File: config.mk
export PLATFORM = sky130hd
export DESIGN_NAME = tbase_wdog
export DESIGN_NICKNAME = d
export VERILOG_FILES = /design/src/rtl/tbw_pkg.sv /design/src/rtl/tbw_prescale.sv /design/src/rtl/tbw_taps.sv /design/src/rtl/tbw_irq.sv /design/src/rtl/tbw_guard.sv /design/src/rtl/tbase_wdog.sv
export SDC_FILE = /design/constraint.sdc
export NUM_CORES = 1
export LEC_CHECK = 0
export BUFFER_PORTS_ARGS = -buffer_cell sky130_fd_sc_hd__buf_2
export CAP_MARGIN = 20
export CELL_PAD_IN_SITES_DETAIL_PLACEMENT = 0
export CELL_PAD_IN_SITES_GLOBAL_PLACEMENT = 2
export CORE_UTILIZATION = 40
export CTS_BUF_LIST = sky130_fd_sc_hd__clkbuf_8
export CTS_CLUSTER_DIAMETER = 80
export DETAILED_ROUTE_END_ITERATION = 10
export GPL_TIMING_DRIVEN = 0
export PLACE_DENSITY = 0.78
export SLEW_MARGIN = 20
export SYNTH_ARGS = -nofsm -noshare
export SYNTH_HDL_FRONTEND = slang
export SYNTH_SLANG_ARGS = --single-unit
File: constraint.sdc
create_clock -name clk -period 2 [get_ports clk]
set_input_delay 0.4 -clock clk [delete_from_list [all_inputs] [get_ports clk]]
set_output_delay 0.4 -clock clk [all_outputs]
set_load 0.02 [all_outputs]
File: src/rtl/tbw_pkg.sv
package tbw_pkg;
  localparam int NUM_IVL     = 4;
  localparam int WD_BASE_POS = 20;

  typedef enum logic {WD_SRC_MAIN = 1'b0, WD_SRC_SUB = 1'b1} wd_src_e;

  // Unscaled carry position of each interval select code.
  function automatic int ivl_base_pos(input int idx);
    int r;
    case (idx)
      0:       r = 13;
      1:       r = 15;
      2:       r = 18;
      default: r = 21;
    endcase
    return r;
  endfunction

  // Move a carry position down by the scale amount, never below 1.
  function automatic int scaled_pos(input int base, input int scale);
    int r;
    r = base - scale;
    if (r < 1) r = 1;
    return r;
  endfunction
endpackage

File: src/rtl/tbw_prescale.sv
module tbw_prescale #(
  parameter int CNT_W = 21
) (
  input  logic             clk,
  input  logic             rst_n,
  input  logic             en,
  output logic             adv,
  output logic [CNT_W-1:0] cnt
);
  logic phase;

  assign adv = en & phase;

  always_ff @(posedge clk or negedge rst_n) begin
    if (!rst_n) begin
      phase <= 1'b0;
      cnt   <= '0;
    end else if (en) begin
      phase <= ~phase;
      if (phase) cnt <= cnt + 1'b1;
    end
  end


  hold_chk: assert property (@(posedge clk) disable iff (!rst_n) !en |=> $stable(cnt));

  half_rate_chk: assert property (@(posedge clk) disable iff (!rst_n) adv |=> !adv);
endmodule

File: src/rtl/tbw_taps.sv
module tbw_taps
  import tbw_pkg::*;
#(
  parameter int CNT_W = 21,
  parameter int SCALE = 0
) (
  input  logic               clk,
  input  logic               rst_n,
  input  logic [CNT_W-1:0]   cnt,
  input  logic               adv,
  output logic [NUM_IVL-1:0] ivl_hit,
  output logic               wd_hit
);
  localparam int WD_POS = scaled_pos(WD_BASE_POS, SCALE);

  // True when the low pos bits are all ones, so the next advance carries into pos.
  function automatic logic low_full(input logic [CNT_W-1:0] c, input int pos);
    logic full;
    full = 1'b1;
    for (int i = 0; i < CNT_W; i++)
      if (i < pos && !c[i]) full = 1'b0;
    return full;
  endfunction

  for (genvar g = 0; g < NUM_IVL; g++) begin : g_ivl
    localparam int POS = scaled_pos(ivl_base_pos(g), SCALE);
    assign ivl_hit[g] = adv & low_full(cnt, POS);
  end

  assign wd_hit = adv & low_full(cnt, WD_POS);


  nest_chk: assert property (@(posedge clk) disable iff (!rst_n)
    ivl_hit[NUM_IVL-1] |-> (&ivl_hit));
endmodule

File: src/rtl/tbw_irq.sv
module tbw_irq
  import tbw_pkg::*;
(
  input  logic               clk,
  input  logic               rst_n,
  input  logic [NUM_IVL-1:0] ivl_hit,
  input  logic [1:0]         sel,
  input  logic               ack,
  output logic               flag
);
  logic evt;

  assign evt = ivl_hit[sel];

  always_ff @(posedge clk or negedge rst_n) begin
    if (!rst_n)   flag <= 1'b0;
    else if (evt) flag <= 1'b1;
    else if (ack) flag <= 1'b0;
  end


  irq_set_chk: assert property (@(posedge clk) disable iff (!rst_n) $rose(flag) |-> $past(evt));

  irq_hold_chk: assert property (@(posedge clk) disable iff (!rst_n) $fell(flag) |-> $past(ack));

  set_wins_chk: assert property (@(posedge clk) disable iff (!rst_n) evt |=> flag);
endmodule

File: src/rtl/tbw_guard.sv
module tbw_guard
  import tbw_pkg::*;
(
  input  logic    clk,
  input  logic    rst_n,
  input  logic    start,
  input  logic    clear,
  input  wd_src_e src,
  input  logic    main_hit,
  input  logic    sub_lvl,
  output logic    pulse
);
  logic       armed;
  logic       sub_q;
  logic       sub_rise;
  logic       tick;
  logic       expire;
  logic [1:0] wcnt;

  // Next count: a clear or an expiry returns to zero, a tick adds one.
  function automatic logic [1:0] wd_next(input logic [1:0] c, input logic t,
                                         input logic clr, input logic exp_now);
    logic [1:0] r;
    if (clr || exp_now) r = 2'd0;
    else if (t)         r = c + 2'd1;
    else                r = c;
    return r;
  endfunction

  assign sub_rise = sub_lvl & ~sub_q;
  assign tick     = armed & ((src == WD_SRC_SUB) ? sub_rise : main_hit);
  assign expire   = tick & ~clear & (wcnt == 2'd1);

  always_ff @(posedge clk or negedge rst_n) begin
    if (!rst_n) begin
      armed <= 1'b0;
      sub_q <= 1'b0;
      wcnt  <= 2'd0;
      pulse <= 1'b0;
    end else begin
      sub_q <= sub_lvl;
      if (start) armed <= 1'b1;
      wcnt  <= wd_next(wcnt, tick, clear, expire);
      pulse <= expire;
    end
  end


  armed_stays_chk: assert property (@(posedge clk) disable iff (!rst_n) armed |=> armed);

  one_cycle_chk: assert property (@(posedge clk) disable iff (!rst_n) pulse |=> !pulse);

  idle_chk: assert property (@(posedge clk) disable iff (!rst_n) pulse |-> $past(armed));

  clear_chk: assert property (@(posedge clk) disable iff (!rst_n) clear |=> !pulse);

  sub_only_chk: assert property (@(posedge clk) disable iff (!rst_n)
    (src == WD_SRC_SUB && !sub_rise) |=> !pulse);
endmodule

File: src/rtl/tbase_wdog.sv
module tbase_wdog
  import tbw_pkg::*;
#(
  parameter int CNT_W = 21,
  parameter int SCALE = 0
) (
  input  logic       clk,
  input  logic       rst_n,
  input  logic       tb_en,
  input  logic [1:0] ivl_sel,
  input  logic       irq_ack,
  input  logic       wd_start,
  input  logic       wd_clear,
  input  logic       wd_src,
  input  logic       sub_tap,
  output logic       irq_flag,
  output logic       wd_reset
);
  logic               adv;
  logic [CNT_W-1:0]   cnt;
  logic [NUM_IVL-1:0] ivl_hit;
  logic               wd_hit;

  tbw_prescale #(.CNT_W(CNT_W)) u_pre (
    .clk(clk), .rst_n(rst_n), .en(tb_en), .adv(adv), .cnt(cnt)
  );

  tbw_taps #(.CNT_W(CNT_W), .SCALE(SCALE)) u_taps (
    .clk(clk), .rst_n(rst_n), .cnt(cnt), .adv(adv),
    .ivl_hit(ivl_hit), .wd_hit(wd_hit)
  );

  tbw_irq u_irq (
    .clk(clk), .rst_n(rst_n), .ivl_hit(ivl_hit), .sel(ivl_sel),
    .ack(irq_ack), .flag(irq_flag)
  );

  tbw_guard u_guard (
    .clk(clk), .rst_n(rst_n), .start(wd_start), .clear(wd_clear),
    .src(wd_src_e'(wd_src)), .main_hit(wd_hit), .sub_lvl(sub_tap),
    .pulse(wd_reset)
  );
endmodule

# After elaboration in Yosys (flattened, before gate mapping)
# Index checks and enable logic that the tools add are counted.
# classes
n_addsub	2
multipliers	0
div	0
magnitude_cmp	1
n_eq_ne	1
shifts	0
n_mux	28
n_bitwise	13
reduce_logical	4
# op_table
operator	n
$mux 1	25
$add 21x1->21 const B	1
$and 1x1->1	10
$mux 2	2
$reduce_bool 2->1	2
$lt 2x3->1 const B	1
$not 1->1	3
$add 2x1->2 const B	1
$bmux 1 s2	1
$eq 2x1->1 const B	1
$reduce_and 2->1	1
$logic_or 1x1->1	1
# word_totals
regBits	28
latchBits	0
ramBits	0
mem_bits_ro	0
inputBits	10
output_inout_bits	2
word_cells	56
n_memories	0

# Logic depth before layout (Yosys ltp)
# logic_depth
depth_word	27
depth_mapped	5
mapped_depth_nobuf	5

# Modules after synthesis
# Synthesis repeated with hierarchy kept, for this count alone.
# hier_totals
hier_cells	115
hier_area_um2	1320.0
# by_module_without_submodules
mod	n_inst	cells_per_inst	area_per_inst_um2	seq_area_each_um2
tbw_prescale	1	79	954.7	550.5
tbw_guard	1	18	217.7	125.1
tbw_taps	1	14	88.8	0.0
tbw_irq	1	4	58.8	25.0

# Worst setup path after synthesis
# OpenSTA, ideal clock, no wires.
# synth_timing
path_type	reg-to-reg
from	register u_pre.cnt[3]
to	register u_guard.wcnt[0]
setup_ps	125
t_arrival_ps	1414
required_ps	1875
path_slack_ps	461
path_stages_with_launch	5
path_buffers	0
synth_period_minus_slack_ps	1539
path_cell_list	dfrtp_1 and4_4 nand4_4 o31a_1 mux2_4
# synth_via
elab_chain_len	24
word_cells_on_any_way	25
classes_between	mux (19); bitwise (4); reduce/logical (2)
# synth_rtl
item	line_no	text
from (decl)	tbw_prescale.sv:8	output logic [CNT_W-1:0] cnt
from (signal assigned)	tbw_prescale.sv:20	if (phase) cnt <= cnt + 1'b1;
$mux 1 * (17 in a row)	tbw_taps.sv:21	if (i < pos && !c[i]) full = 1'b0;
$and 1x1->1 *	tbw_taps.sv:30	assign wd_hit = adv & low_full(cnt, WD_POS);
$mux 1 *	tbw_guard.sv:31	assign tick = armed & ((src == WD_SRC_SUB) ? sub_rise : main_hit);
$and 1x1->1 *	tbw_guard.sv:31	
$and 1x1->1 (2 in a row)	tbw_guard.sv:32	assign expire = tick & ~clear & (wcnt == 2'd1);
$logic_or 1x1->1	tbw_guard.sv:24	if (clr || exp_now) r = 2'd0;
$mux 2 or $reduce_bool 2->1 (tied branches)	n/a	
to (signal assigned)	tbw_guard.sv:43	wcnt <= wd_next(wcnt, tick, clear, expire);
to (decl)	tbw_guard.sv:18	logic [1:0] wcnt;
# Mark *: on every way between the ends. The rest lies on a longest branch, timed or not.
# A chain may end at the register's enable or synchronous reset.

# Worst setup path after layout
# layout_timing
from	register u_pre.cnt[0]
to	register u_guard.wcnt[0]
# layout_via
elab_chain_len	27
word_cells_on_any_way	28
classes_between	mux (22); bitwise (4); reduce/logical (2)
# layout_rtl
item	line_no
$mux 1 * (20 in a row)	tbw_taps.sv:21
$and 1x1->1 *	tbw_taps.sv:30
$mux 1 *	tbw_guard.sv:31
$and 1x1->1 *	tbw_guard.sv:31
$and 1x1->1 (2 in a row)	tbw_guard.sv:32
$logic_or 1x1->1	tbw_guard.sv:24
$mux 2 or $reduce_bool 2->1 (tied branches)	n/a
# Marked as above.

==> metrics.md <==
| Metric | Value |
|---|---|
| Initial antenna violation count | `0` |
| CP peak stage delay | `0.40 ns` |
| Synth unique cells | `26` |
| Vias | `851` |
| Reg clk slew, reported paths | `0.09 ns` |
| First-pass DRT Iterations | `4` |
| CTS-repair resized insts | `0` |
| Fin. max-slew vios | `0` |
| Worst min-delay path class | `in2async` |
| Detailed-route DRC error count | `0` |
| Worst r2r src | `u_pre.cnt[0]` |
| Global route overflow | `0` |
| Cell Area, Synth | `1310 sq um` |
| Avg WL per Cell | `12.0 um` |
| Routed Antenna Nets | `0` |
| Die width | `59.1 um` |
| Routability cong. | `0.688` |
| Setup_tns | `0 ns` |
| Place WS | `0.332 ns` |
| Die Y-Extent | `59.1 um` |
| PortBufs | `11` |
| Mapped Avg Cell Area | `11.4 sq um` |
| Number of DRC markers in iteration 0 | `21` |
| R2R Path End | `u_guard.wcnt[0]` |
| Crit-path cells | `ha_1 -> ha_1 -> nand3_1 -> o31a_1 -> mux2_4` |
| Crit path arrival time | `1.84 ns` |
| Synth Instances | `114` |
| Clock buffer depth | `2` |
| Pin count of the biggest net entering global routing | `29` |
| CTS root buffer | `clkbuf_8` |
| Tot GR Track Use | `0.142` |
| H-tree levels | `1` |
| Antenna diode count | `0` |
| Worst-path cell with the longest stage delay | `dfrtp_1` |
| CTS tree | `built` |
| Synthesis-stage register bit count | `28` |
| FF-to-FF path depth | `5` |
| CP Launch Type | `flip-flop` |
| Setup-failing EPs final | `0` |
| Worst skew pair latency | `0.27 ns` |
| Most used cell, CP | `ha_1` |
| Detail Placement HPWL | `1.54 mm` |
| Final worst path period need | `1.68 ns` |
| Critical path buffers and inverters | `0` |
| FP Rows | `20` |
| CTS Hold Bufs | `0` |
| CP Class | `reg2reg` |
| Achievable Freq | `596 MHz` |
| Commonest non-fill, non-tap cell in the layout | `dfrtp_1` |
| Fin nets | `143` |
| Worst EP required | `2.16 ns` |
| First-pass GRT wire length | `3.73 mm` |
| VDD IR-drop max | `0.000422 V` |
| Final wirelength | `2.08 mm` |
| Syn-to-layout area delta | `12.7%` |
| Num ports | `12` |
| Vias in the first global route | `866` |
| Slew HR | `0.594` |
| Via/cell ratio | `4.92` |
| Post-CTS setup buffer count | `0` |
| Leakage | `0.715 nW` |
| CTS Sinks | `28` |
| Die Area | `3500 sq um` |
| Outcome | `finished clean` |
| RSZ-0062 raised after global routing | `false` |
| Commonest non-fill, non-tap cells in the layout | `28 x dfrtp_1, 12 x xor2_1, 11 x buf_2` |
| Final Cycle Share | `0.839` |
| R2r setup slk | `0.32 ns` |
| Core area | `3080 sq um` |
| Post-Syn Nets | `127` |
| Family with the most delay on the worst path | `flip-flops` |
| Synth Warn # | `0` |
| Worst slew pin tran | `0.609 ns` |
| Power density over cell area | `841 nW/um^2` |
| Worst-path fanout max | `3` |
| Post-Route Utilization | `0.478` |
| Crit. End Element | `flip-flop` |
| Worst-case clock skew | `0.00412 ns` |
| Effective utilization at floorplan | `0.424` |
| Layout cell share with drive strength beyond 1 | `0.194` |
| Total CTS buffers | `3` |
| Sequential fraction of the synthesis area | `0.537` |
| Max Cap Viol | `0` |
| Final setup margin | `0.322 ns` |
| Final hold slack | `0.132 ns` |
| Final Hold Fails | `0` |
-- registers in the layout, indices dropped and copies added (netlist names) --
| register | count |
|---|---|
| u_guard.armed | 1 |
| u_irq.flag | 1 |
| u_guard.wcnt | 2 |
| u_guard.sub_q | 1 |
| u_guard.pulse | 1 |
| u_pre.cnt | 21 |
| u_pre.phase | 1 |
-- layout make-up --
cell class              instances  area, sq um
clock buffers                   4         55.1
repair buffers                 11         55.1
fillers                       310         1610
plain buffers                   1         11.3
well taps                      44         55.1
multi-input cells              79          571
flip-flops and latches         28          701
inverters                       6         22.5
-- cell families (layout without fill, tap and decap cells) --
kind of cell    Yosys count  count (layout)  synth area share
mux                       4               4            0.0403
compound gates            3               3            0.0201
flops                    28              28             0.537
fa+ha+maj                 3               3            0.0288
xor+xnor                 20              20             0.134
buf+inv                   7              22            0.0259
simple gates             49              49             0.214
-- how the worst max path moves through the flow --
stage            startpoint              end  cells past startpoint
2_1_floorplan  u_pre.cnt[3]  u_guard.wcnt[0]                      4
3_3_place_gp         wd_src  u_guard.wcnt[1]                      5
3_5_place_dp   u_pre.cnt[0]  u_guard.wcnt[0]                      5
4_1_cts        u_pre.cnt[0]  u_guard.wcnt[0]                      5
5_1_grt        u_pre.cnt[0]  u_guard.wcnt[1]                      5
6_report       u_pre.cnt[0]  u_guard.wcnt[0]                      5
-- routing by layer --
layer | part of all wire | vias to the layer above | track usage
li1 | - | 422 | -
met1 | 0.51 | 419 | 0.195
met2 | 0.46 | 8 | 0.235
met3 | 0.022 | 2 | 0.0197
met4 | 0.0058 | 0 | 0.0408
met5 | 0 | - | 0
-- worst register-to-register path: stages, from the launching register on --
cell and delay, ns:
dfrtp_1 0.40, ha_1 0.21, ha_1 0.15, nand3_1 0.13, o31a_1 0.37, mux2_4 0.31
-- report_power, final --
part           internal [mW]  leakage [nW]  switching [mW]  total [mW]
Combinational          0.101         0.330          0.0836       0.184
Clock                  0.176        0.0288           0.166       0.342
Sequential             0.636         0.356          0.0738       0.710
-- per-stage QoR --
step | power [mW] | std cells | area (sq um)
3_5_place_dp | 0.911 | 169 | 1420
3_3_place_gp | 0.897 | 169 | 1420
2_1_floorplan | 0.846 | 114 | 1310
5_1_grt | 1.32 | 173 | 1470
6_report | 1.24 | 173 | 1470
4_1_cts | 1.26 | 173 | 1470
-- synth_stat cells --
library cell / count / share of area
nor3_1: 10 / 0.038
nor2_1: 6 / 0.017
nor2b_1: 2 / 0.0096
mux2_4: 2 / 0.023
ha_1: 3 / 0.029
mux2_2: 2 / 0.017
and3_1: 1 / 0.0048
o221ai_1: 1 / 0.0067
nor4_1: 2 / 0.0096
xnor2_1: 8 / 0.054
and4b_1: 1 / 0.0077
xor2_1: 12 / 0.081
nand2_1: 10 / 0.029
o31a_1: 1 / 0.0067
a31o_2: 1 / 0.0067
nor3b_1: 1 / 0.0058
nand3_1: 6 / 0.023
inv_1: 6 / 0.017
nand4b_1: 1 / 0.0067
nand4_4: 1 / 0.016
or2_2: 2 / 0.0096
buf_6: 1 / 0.0086
and4_4: 1 / 0.0086
nand4_1: 3 / 0.014
and4_1: 2 / 0.013
dfrtp_1: 28 / 0.54
(Power assumes the default switching activity.)
